[src/rtl/vga_rop_pkg.sv]
// Shared types for the raster-op stage.
// Assumes a 2-bit function code supplied by configuration logic.
package vga_rop_pkg;
    typedef enum logic [1:0] {
        ROP_COPY = 2'b00,
        ROP_AND  = 2'b01,
        ROP_OR   = 2'b10,
        ROP_XOR  = 2'b11
    } rop_op_e;
endpackage

[src/rtl/plane_latch.sv]
// Snapshot register for the four plane bytes.
// Loads the whole word on each load strobe and holds it otherwise.
// Assumes the strobe is a single-cycle qualifier synchronous to clk.
module plane_latch #(
    parameter int WORD_W = 32
) (
    input  logic              clk,
    input  logic              rst_n,
    input  logic              ld,
    input  logic [WORD_W-1:0] d,
    output logic [WORD_W-1:0] q
);
    // Capture read data on a load strobe; clear on reset.
    always_ff @(posedge clk) begin
        if (!rst_n)  q <= '0;
        else if (ld) q <= d;
    end


    latch_load_chk: assert property (@(posedge clk) disable iff (!rst_n)
        ld |=> (q == $past(d)));

    latch_hold_chk: assert property (@(posedge clk) disable iff (!rst_n)
        !ld |=> $stable(q));
endmodule

[src/rtl/rop_alu.sv]
// Two-operand logic unit: copy, AND, OR or XOR of the write word and the snapshot.
// Purely combinational; assumes the operands are already aligned.
module rop_alu
    import vga_rop_pkg::*;
#(
    parameter int WORD_W = 32
) (
    input  rop_op_e           op,
    input  logic [WORD_W-1:0] src,
    input  logic [WORD_W-1:0] snap,
    output logic [WORD_W-1:0] res
);
    // Select the bitwise function named by op.
    always_comb begin
        case (op)
            ROP_AND: res = src & snap;
            ROP_OR:  res = src | snap;
            ROP_XOR: res = src ^ snap;
            default: res = src;
        endcase
    end
endmodule

[src/rtl/lane_mask_merge.sv]
// Per-bit merge of the logic result with the snapshot.
// One mask bit drives the same bit position in every lane; a 1 keeps the logic result.
module lane_mask_merge #(
    parameter int LANE_W = 8,
    parameter int LANES  = 4,
    localparam int WORD_W = LANE_W * LANES
) (
    input  logic [LANE_W-1:0] mask,
    input  logic [WORD_W-1:0] alu_word,
    input  logic [WORD_W-1:0] snap_word,
    output logic [WORD_W-1:0] merged
);
    // Replicate the lane mask across all lanes.
    for (genvar g = 0; g < LANES; g++) begin : g_lane
        assign merged[g*LANE_W +: LANE_W] =
            (mask & alu_word[g*LANE_W +: LANE_W]) |
            (~mask & snap_word[g*LANE_W +: LANE_W]);
    end
endmodule

[src/rtl/vga_rop_stage.sv]
// Raster-op and bit-mask stage of a four-plane VGA write path.
// Combines each write word with the read snapshot through a logic function and a
// lane-replicated mask, and registers the result with a single-cycle valid pulse.
// Assumes one access per strobe; a write in the same cycle as a read uses the older snapshot.
module vga_rop_stage
    import vga_rop_pkg::*;
#(
    parameter int LANE_W      = 8,
    parameter int LANES       = 4,
    parameter int MODE_W      = 2,
    parameter int BYPASS_MODE = 1,
    localparam int WORD_W     = LANE_W * LANES
) (
    input  logic              clk,
    input  logic              rst_n,
    input  logic              rd_stb,
    input  logic [WORD_W-1:0] rd_data,
    input  logic              wr_stb,
    input  logic [WORD_W-1:0] wr_data,
    input  logic [1:0]        rop_mode,
    input  logic [LANE_W-1:0] bit_mask,
    input  logic [MODE_W-1:0] wr_mode,
    output logic [WORD_W-1:0] out_data,
    output logic              out_valid
);
    logic [WORD_W-1:0] snap_q;
    logic [WORD_W-1:0] alu_res;
    logic [WORD_W-1:0] merged;
    logic [WORD_W-1:0] final_word;
    logic              bypass;

    plane_latch #(.WORD_W(WORD_W)) u_latch (
        .clk   (clk),
        .rst_n (rst_n),
        .ld    (rd_stb),
        .d     (rd_data),
        .q     (snap_q)
    );

    rop_alu #(.WORD_W(WORD_W)) u_alu (
        .op   (rop_op_e'(rop_mode)),
        .src  (wr_data),
        .snap (snap_q),
        .res  (alu_res)
    );

    lane_mask_merge #(.LANE_W(LANE_W), .LANES(LANES)) u_merge (
        .mask      (bit_mask),
        .alu_word  (alu_res),
        .snap_word (snap_q),
        .merged    (merged)
    );

    // Pass-through write mode skips both the logic function and the mask.
    always_comb begin
        bypass     = (wr_mode == MODE_W'(BYPASS_MODE));
        final_word = bypass ? wr_data : merged;
    end

    // Register the result and raise valid for one cycle per write.
    always_ff @(posedge clk) begin
        if (!rst_n) begin
            out_data  <= '0;
            out_valid <= 1'b0;
        end else begin
            out_valid <= wr_stb;
            if (wr_stb) out_data <= final_word;
        end
    end


    valid_pulse_chk: assert property (@(posedge clk) disable iff (!rst_n)
        wr_stb |=> out_valid);

    no_spurious_valid_chk: assert property (@(posedge clk) disable iff (!rst_n)
        !wr_stb |=> (!out_valid && $stable(out_data)));

    bypass_pass_chk: assert property (@(posedge clk) disable iff (!rst_n)
        (wr_stb && wr_mode == MODE_W'(BYPASS_MODE)) |=> (out_data == $past(wr_data)));

    mask_zero_chk: assert property (@(posedge clk) disable iff (!rst_n)
        (wr_stb && wr_mode != MODE_W'(BYPASS_MODE) && bit_mask == '0)
            |=> (out_data == $past(snap_q)));
endmodule

[config.mk]
export PLATFORM = sky130hd
export DESIGN_NAME = vga_rop_stage
export DESIGN_NICKNAME = d
export VERILOG_FILES = /design/src/rtl/vga_rop_pkg.sv /design/src/rtl/plane_latch.sv /design/src/rtl/rop_alu.sv /design/src/rtl/lane_mask_merge.sv /design/src/rtl/vga_rop_stage.sv
export SDC_FILE = /design/constraint.sdc
export NUM_CORES = 1
export LEC_CHECK = 0
export BUFFER_PORTS_ARGS = -buffer_cell sky130_fd_sc_hd__buf_4
export CAP_MARGIN = 20
export CORE_UTILIZATION = 50
export DETAILED_ROUTE_END_ITERATION = 8
export GPL_TIMING_DRIVEN = 0
export PLACE_DENSITY_LB_ADDON = 0.05
export SLEW_MARGIN = 40
export SYNTH_ARGS = -nofsm -noshare
export SYNTH_HDL_FRONTEND = slang
export SYNTH_SLANG_ARGS = --single-unit
[constraint.sdc]
create_clock -name clk -period 2.2 [get_ports clk]
set_input_delay 0.55 -clock clk [delete_from_list [all_inputs] [get_ports clk]]
set_output_delay 0.55 -clock clk [all_outputs]
set_load 0.02 [all_outputs]
-- Word-level counts from Yosys, hierarchy flattened
Cells that the tools add are included.
- div/mod/pow operators: 0
- multipliers: 0
- magnitude comparators: 0
- reductions and logical operators: 0
- add/sub/neg operators: 0
- shift operators: 0
- eq/ne operators: 4
- bitwise gates (word level): 16
- muxes and demuxes: 2
- operators with widths (operator ; count):
    $pmux 32 s3 ; 1
    $and 8x8->8 ; 8
    $and 32x32->32 ; 1
    $mux 32 ; 1
    $or 32x32->32 ; 1
    $or 8x8->8 ; 4
    $xor 32x32->32 ; 1
    $not 8->8 ; 1
    $eq 2x1->1 const B ; 2
    $eq 2x2->1 const B ; 2
- input bits: 80
- memory bits (writable): 0
- flip-flop bits (word level): 65
- word-level logic and storage cells: 25
- latch bits: 0
- memory bits (read-only): 0
- memories: 0
- output and inout port bits: 33

-- Depth between registers and ports, before layout
Gate-level depths: netlist (run 1).
- depth in word-level cells: 5
- gate-level depth with buffers: 6
- mapped depth without buffers: 5

-- By module
A second synthesis (run 1) with hierarchy kept.
- cell total of the unflattened synthesis: 520
- area, all modules: 5570.3 um^2
- modules (own cells, without submodules) (module ; area each (um^2) ; sequential area each (um^2) ; cells each ; times used):
    rop_alu ; 1996.9 ; 0.0 ; 200 ; 1
    vga_rop_stage ; 1969.4 ; 660.6 ; 185 ; 1
    plane_latch ; 1243.7 ; 640.6 ; 103 ; 1
    lane_mask_merge ; 360.3 ; 0.0 ; 32 ; 1

-- Worst setup path before layout (run 1)
Ideal clock, no wire load.
- kind: input to register
- start point: input rop_mode[1]
- end point: register out_data[1]
- required time: 2066 ps
- slack: 586 ps
- stages: 4
- path buffers: 1
- library setup time: 134 ps
- arrival: 1480 ps
- path through: clkbuf_1 and2b_1 a2111oi_0 a21oi_1
- word-level cells in the longest chain between the ends: 5
- elaborated cells on any way between the ends: 7
- those cells by class: eq/ne: 3; mux: 2; bitwise: 2
- RTL lines (item ; RTL line ; RTL):
    from (decl) ; vga_rop_stage.sv:20 ; input logic [1:0] rop_mode,
    $eq 2x2->1 or $eq 2x1->1 (tied branches) ; rop_alu.sv:15 ; case (op)
    $pmux 32 s3 (*) ; rop_alu.sv:15 ;
    $and 8x8->8 (*) ; lane_mask_merge.sv:16 ; (mask & alu_word[g*LANE_W +: LANE_W]) |
    $or 8x8->8 (*) ; lane_mask_merge.sv:16 ;
    $mux 32 (*) ; vga_rop_stage.sv:57 ; final_word = bypass ? wr_data : merged;
    to (signal assigned) ; vga_rop_stage.sv:67 ; if (wr_stb) out_data <= final_word;
    to (decl) ; vga_rop_stage.sv:23 ; output logic [WORD_W-1:0] out_data,
Mark *: on every way between the ends. The rest lies on a longest branch, timed or not.
A chain may end at the register's enable or synchronous reset.

==> flow_summary.ini, run 1 <==
[floorplan]
row_count = 37
fp.dieW_um = 106.9
initial_core_util_pct = 52.40
dieArea_mm2 = 0.01144
core_region_area_mm2 = 0.01051
die_h_um = 106.9
ioPinCount = 113

[synthesis]
synth-edff-count = 0
synth_flop_cell = dfxtp_1
avgSynthCellArea_um2 = 9.178
ys.warnings.count = 0
ys_seq_area_share_pct = 23.63
synth_cells = 600
syn-cell-area_mm2 = 0.005507
synth.most_common_cell = nor2b_1
yosys_register_bits = 65
synth_top_area_share_pct = 23.63
synthTopCellsByCount = nor2b_1, inv_1, dfxtp_1
yosysTopAreaCell = dfxtp_1
yosysUniqueCellTypes = 28
synth_nets = 744
synthArstFlopShare_pct = 0
synth_area_leaders = dfxtp_1, ha_1, nor2b_1, mux2i_1, a2111oi_2

[grt]
grt_max_degree = 12
grt_use_total_pct = 30.53
grt_pass1_vias = 5010
grt_overflow = 0
grt_pass1_wl_um = 26430
antenna_found_initial = 0

[critical_path]
start_kind = input port
r2r-start = u_latch.q[26]
r2r_setup_slack_ns = 0.66
required_ns = 2.42
cp_max_fo = 10
crit_type = in -> reg
r2r_cells = 4
endpoint_kind = flop
r2r_end = out_data[26]
crit_arrival_ns = 2.00

[placement]
io_buffers = 108
hpwl_um = 12350
dp_cells = 844
place_congestion = 0.8774

[cells_and_area]
fillers = 910
register_area_mm2 = 0.001301
multiInputGateArea_mm2 = 0.003747
antenna_cells = 0
final_nets = 863
final_util_pct = 63.96
syn_to_final_growth_pct = 22.06
drive_gt1_share_pct = 31.77
finalNonFillerCells = 860

[clock_network]
postCtsSetupBuffers = 0
postCtsResizedCells = 0
cts.sink_count = 65
cts_tree = done
worstSkewPairLatency_ns = 0.36
cts_max_level = 3
clkTransAtPathRegs_ns = 0.08
cts_max_path_buffers = 2
cts_hold_buf = 0
clockRootBuffer = clkbuf_8
cts_buffers = 9

[route]
wire_per_inst_um = 19.94
detail_route.first_pass.iterations = 5
postRouteAntennaNets = 0
drt_iter0_markers = 258
drc = 0
num_vias = 4993
via_per_inst = 5.806
totalWireLength_um = 17150

[timing]
min_period_ns = 1.779
fin_hold_ws_ns = 0.4462
tns_ns = 0
drv_slew = 0
worst_pin_slew_ns = 0.7480
rsz0062_at_grt = false
fin_crit_sh_pct = 80.86
max_slew_margin_pct = 50.13
hold_violations = 0
finalSetupViolCount = 0
fmax_mhz = 562.1
worst_clock_skew_ns = 0.009009

[hold_path]
min_to = u_latch.q[16]
worstHoldStart = rd_data[16]
holdPathStages = 3
holdCritPathClass = in -> reg

[job]
drv_cap = 0

[power]
power_density_mw_per_mm2 = 524.4
p_leak_nw = 3.004
combPwrFrac_pct = 27.9
clockPowerShare_pct = 34.4
swShare_pct = 31.33
peakVddDrop_v = 0.0004102
p_total_mw = 3.525
power_switching_mw = 1.104
seqPwrFrac_pct = 37.7
internal_power_mw = 2.420

[outcome]
outcome = completed
through the flow:
| step | setup WS [ns] | instance area [µm²] |
|---|---|---|
| 2_1_floorplan | 0.5858 | 5507 |
| 3_3_place_gp | 0.1357 | 6487 |
| 3_5_place_dp | 0.1379 | 6492 |
| 4_1_cts | 0.5183 | 6721 |
| 5_1_grt | 0.4294 | 6721 |
| 6_report | 0.4211 | 6721 |
logic make-up after synthesis:
logic type / synth area share, %
multiplexers: 13.04
adder cells (fa/ha/maj): 14.54
AND/OR/NAND/NOR: 15.79
buffers and inverters: 8.407
AO/OA/AOI/OAI: 24.59
flip-flops: 23.63
state kept, by name, indices dropped and copies added, names as in the netlist:
register   count
out_valid      1
u_latch.q     32
out_data      32
layout make-up:
class                           count  area share [%]
Buffer                             42           3.146
Clock buffer                       11           2.252
Clock inverter                      5           1.154
Inverter                           67           3.742
Multi-Input combinational cell    426           55.75
Sequential cell                    65           19.36
Tap cell                          136           2.532
Timing Repair Buffer              108           12.06
per-layer routing:
metal  GRT usage [%]  vias to the layer above  part of all wire, %
met3           4.438                       42                  5.9
met5               0                        -                    0
met1           39.03                     2380                   44
met4           13.50                        0                  3.4
li1                -                     2368                    -
met2           50.83                      203                   47
power groups by stage:
stage | clock, mW | sequential, mW | combinational [mW]
6_report | 1.21 | 1.33 | 0.983
3_3_place_gp | 0 | 1.35 | 0.938
2_1_floorplan | 0 | 1.38 | 0.554
5_1_grt | 1.26 | 1.34 | 1.07
3_5_place_dp | 0 | 1.35 | 0.971
4_1_cts | 1.22 | 1.33 | 0.978
worst max-delay path: stages:
cell and delay [ns]:
buf_4 0.13, clkbuf_1 0.46, clkbuf_1 0.54, a31o_2 0.26, a21oi_1 0.04
cells in the final DEF (no fill, tap or decap), types with 21 or more instances in the layout:
cell and n:
o21ai_0 32, a31o_2 28, nand2b_1 32, nor2b_1 97
o2111ai_1 28, mux2i_1 32, a21oi_1 28, ha_1 64
mux2_2 21, inv_1 67, dfxtp_1 65, buf_4 108
clkbuf_1 22
worst max-delay path by stage:
| stage | from | endpoint | slack [ns] | depth (start not counted) |
|---|---|---|---|---|
| after global routing | wr_stb | out_data[27] | 0.43 | 5 |
| final | wr_stb | out_data[26] | 0.42 | 5 |
| after global placement | wr_stb | out_data[31] | 0.14 | 5 |
| after floorplan | rop_mode[1] | out_data[1] | 0.59 | 4 |
| after detailed placement | wr_stb | out_data[26] | 0.14 | 5 |
| after CTS | wr_stb | out_data[26] | 0.52 | 5 |
(Power assumes the default switching activity.)
==> inputs of run 2 (changes only) <==
--- a/config.mk
+++ b/config.mk
@@ -5,6 +5,7 @@
 export SDC_FILE = /design/constraint.sdc
 export NUM_CORES = 1
 export LEC_CHECK = 0
+export ABC_AREA = 1
 export BUFFER_PORTS_ARGS = -buffer_cell sky130_fd_sc_hd__buf_4
 export CAP_MARGIN = 20
 export CORE_UTILIZATION = 50
==> constraint.sdc (replaced) <==
create_clock -name clk -period 1.5 [get_ports clk]
set_input_delay 0.375 -clock clk [delete_from_list [all_inputs] [get_ports clk]]
set_output_delay 0.375 -clock clk [all_outputs]
set_load 0.02 [all_outputs]
==> flow_summary.ini, run 2 <==
[outcome]
outcome = completed

[clock_network]
cts_hold_buf = 0
clockRootBuffer = clkbuf_8
cts_max_path_buffers = 2
cts_tree = done
cts_max_level = 3
worstSkewPairLatency_ns = 0.36
cts.sink_count = 65
clkTransAtPathRegs_ns = 0.08
cts_buffers = 9

[timing]
fmax_mhz = 731.7
min_period_ns = 1.367
tns_ns = 0
finalSetupViolCount = 0
fin_crit_sh_pct = 91.11
worst_clock_skew_ns = 0.006457
max_slew_margin_pct = 57.35
drv_slew = 0
hold_violations = 0
setup_ws_ns = 0.1334
rsz0062_at_grt = false
worst_pin_slew_ns = 0.6397

[placement]
io_buffers = 111
placed_cell_area_mm2 = 0.006078
place_congestion = 0.9133
hpwl_um = 12280
place_ws_ns = -0.3070

[critical_path]
crit_slowest_cell = clkbuf_1
crit_type = in -> reg
start_kind = input port
endpoint_kind = flop
cp.buffers_inverters = 2
crit_arrival_ns = 1.59
cpMostUsedCell = nand2_1
crit_family = buffers and inverters
cpPeakStageDelay_ns = 0.49
required_ns = 1.73
critical_path_depth = 8
r2r_cells = 8
crit_chain = buf_2 -> clkbuf_1 -> o21bai_1 -> nand3_1 -> nand2_1 -> nand2_1 -> nand2_1 -> a21oi_1
cp_max_fo = 10

[cells_and_area]
final_nets = 1067
most-common-layout-cells = inv_1, nand2_1, buf_4, a21oi_1, o21ai_0
antenna_cells = 0
final_util_pct = 63.88
syn_to_final_growth_pct = 23.50
final_area_mm2 = 0.006272
reg.largest.list = out_data x32, u_latch.q x32, out_valid x1
drive_gt1_share_pct = 15.63
layout_commonest_cell = inv_1
fillers = 971

[floorplan]
initial_core_util_pct = 51.72
die_h_um = 102.8
row_count = 36
dieArea_mm2 = 0.01056
core_region_area_mm2 = 0.009819
fp.dieW_um = 102.8
ioPinCount = 113

[hold_path]
holdPathStages = 3
holdCritPathClass = in -> reg

[grt]
grt_max_degree = 11
grt_pass1_vias = 5317
grt_use_total_pct = 33.11
grt_util_met3_pct = 5.627
use_met1_pct = 40.70
grtUsageMet2_pct = 55.03
antenna_found_initial = 0
grt_overflow = 0
grt_pass1_wl_um = 26100
grt_busiest_layer = met2

[synthesis]
yosys.area_share.simple_pct = 19.68
synthMuxAreaShare_pct = 0
synth_compound_area_share_pct = 22.47
synth_top_family_by_area = compound AO/OA/AOI/OAI gates
synth_fa_ha_area_share_pct = 15.77
synth-edff-count = 0
synth_flop_cell = dfxtp_1
synthTopCellsByCount = inv_1, nand2_1, a21oi_1, o21ai_0, nand3_1
synth_top_area_share_pct = 25.62
synth_cells = 801
ys_seq_area_share_pct = 25.62
synthArstFlopShare_pct = 0
yosys_register_bits = 65
synth.most_common_cell = inv_1
ys.warnings.count = 0
synth_area_leaders = dfxtp_1, ha_1, inv_1, nand2_1, a21oi_1
synth_nets = 945
avgSynthCellArea_um2 = 6.340
synth_xor_area_share_pct = 0
yosysTopAreaCell = dfxtp_1
syn-cell-area_mm2 = 0.005079
yosysUniqueCellTypes = 16

[route]
detail_route.first_pass.iterations = 6
num_vias = 5656
wire_per_inst_um = 15.90
via_per_inst = 5.331
drc = 0
drt_iter0_markers = 337
postRouteAntennaNets = 0
totalWireLength_um = 16870

[power]
power_density_mw_per_mm2 = 777.7
peakVddDrop_v = 0.0004487
p_leak_nw = 3.410

[job]
drv_cap = 0
==> run 2: changes by cell type in the layout (fill, tap and decap cells not counted), moves of 64 or more <==
| cell | previous run | this run |
|---|---|---|
| nand3_1 | 0 | 67 |
| nand2_1 | 0 | 160 |
| a21oi_1 | 28 | 96 |
| inv_1 | 67 | 166 |
| o21ai_0 | 32 | 96 |
| nor2b_1 | 97 | 0 |
==> run 2: logic make-up after synthesis <==
group / after synthesis
simple gates: 244
compound gates: 216
buf+inv: 212
flops: 65
fa+ha+maj: 64
==> run 2: where the power goes <==
group          switching [mW]  internal (mW)  total, mW
combinational           0.850          0.550       1.40
sequential             0.0614           1.85       1.91
clock                   0.756          0.811       1.57
==> run 2: repair_timing <==
action / CTS / global route
buffers inserted: 0 / 0
resized for setup: 0 / 8
endpoints found under the setup margin: 0 / 11
==> run 2: path summary, 6_finish.rpt <==
| path | startpoint | end | slack, ns |
|---|---|---|---|
| min reg2reg | out_data[14] | out_data[14] | 0.47 |
| max reg2reg | u_latch.q[18] | out_data[18] | 0.27 |
| min | rd_data[4] | u_latch.q[4] | 0.29 |
| max | rop_mode[1] | out_data[27] | 0.13 |
==> run 2: layer usage <==
| metal | up-vias | routed length (µm) | share of wire, % |
|---|---|---|---|
| met5 | - | 0 | 0 |
| met4 | 0 | 698 | 4.1 |
| met3 | 53 | 1380 | 8.2 |
| met2 | 248 | 7888 | 47 |
| met1 | 2587 | 6899 | 41 |
| li1 | 2768 | - | - |
==> run 2: metrics by stage <==
stage | total power [mW] | cells | hold slack, ns
5_1_grt | 5.120 | 1061 | 0.3131
3_3_place_gp | 3.274 | 1045 | 0.4533
4_1_cts | 4.863 | 1061 | 0.2925
2_1_floorplan | 2.757 | 801 | 0.4651
3_5_place_dp | 3.330 | 1045 | 0.4569
6_report | 4.878 | 1061 | 0.2937
==> run 2: area by class of cell <==
| cell class | instances | area [µm²] | area share, % |
|---|---|---|---|
| multi-input combinational | 524 | 2942 | 46.90 |
| sequential | 65 | 1301 | 20.75 |
| timing repair buffer | 111 | 833.3 | 13.29 |
| inverter | 168 | 630.6 | 10.05 |
| buffer | 44 | 210.2 | 3.351 |
| tap | 133 | 166.4 | 2.653 |
| clock buffer | 13 | 148.9 | 2.374 |
| clock inverter | 3 | 40.04 | 0.6383 |
==> run 2: worst register-to-register path: stages, from the launching register on <==
cell and delay, ns:
dfxtp_1 0.35, inv_1 0.07, ha_1 0.28, nand2_1 0.07, nand3_1 0.08, nand2_1 0.08
nand2_1 0.05, nand2_1 0.07, a21oi_1 0.06
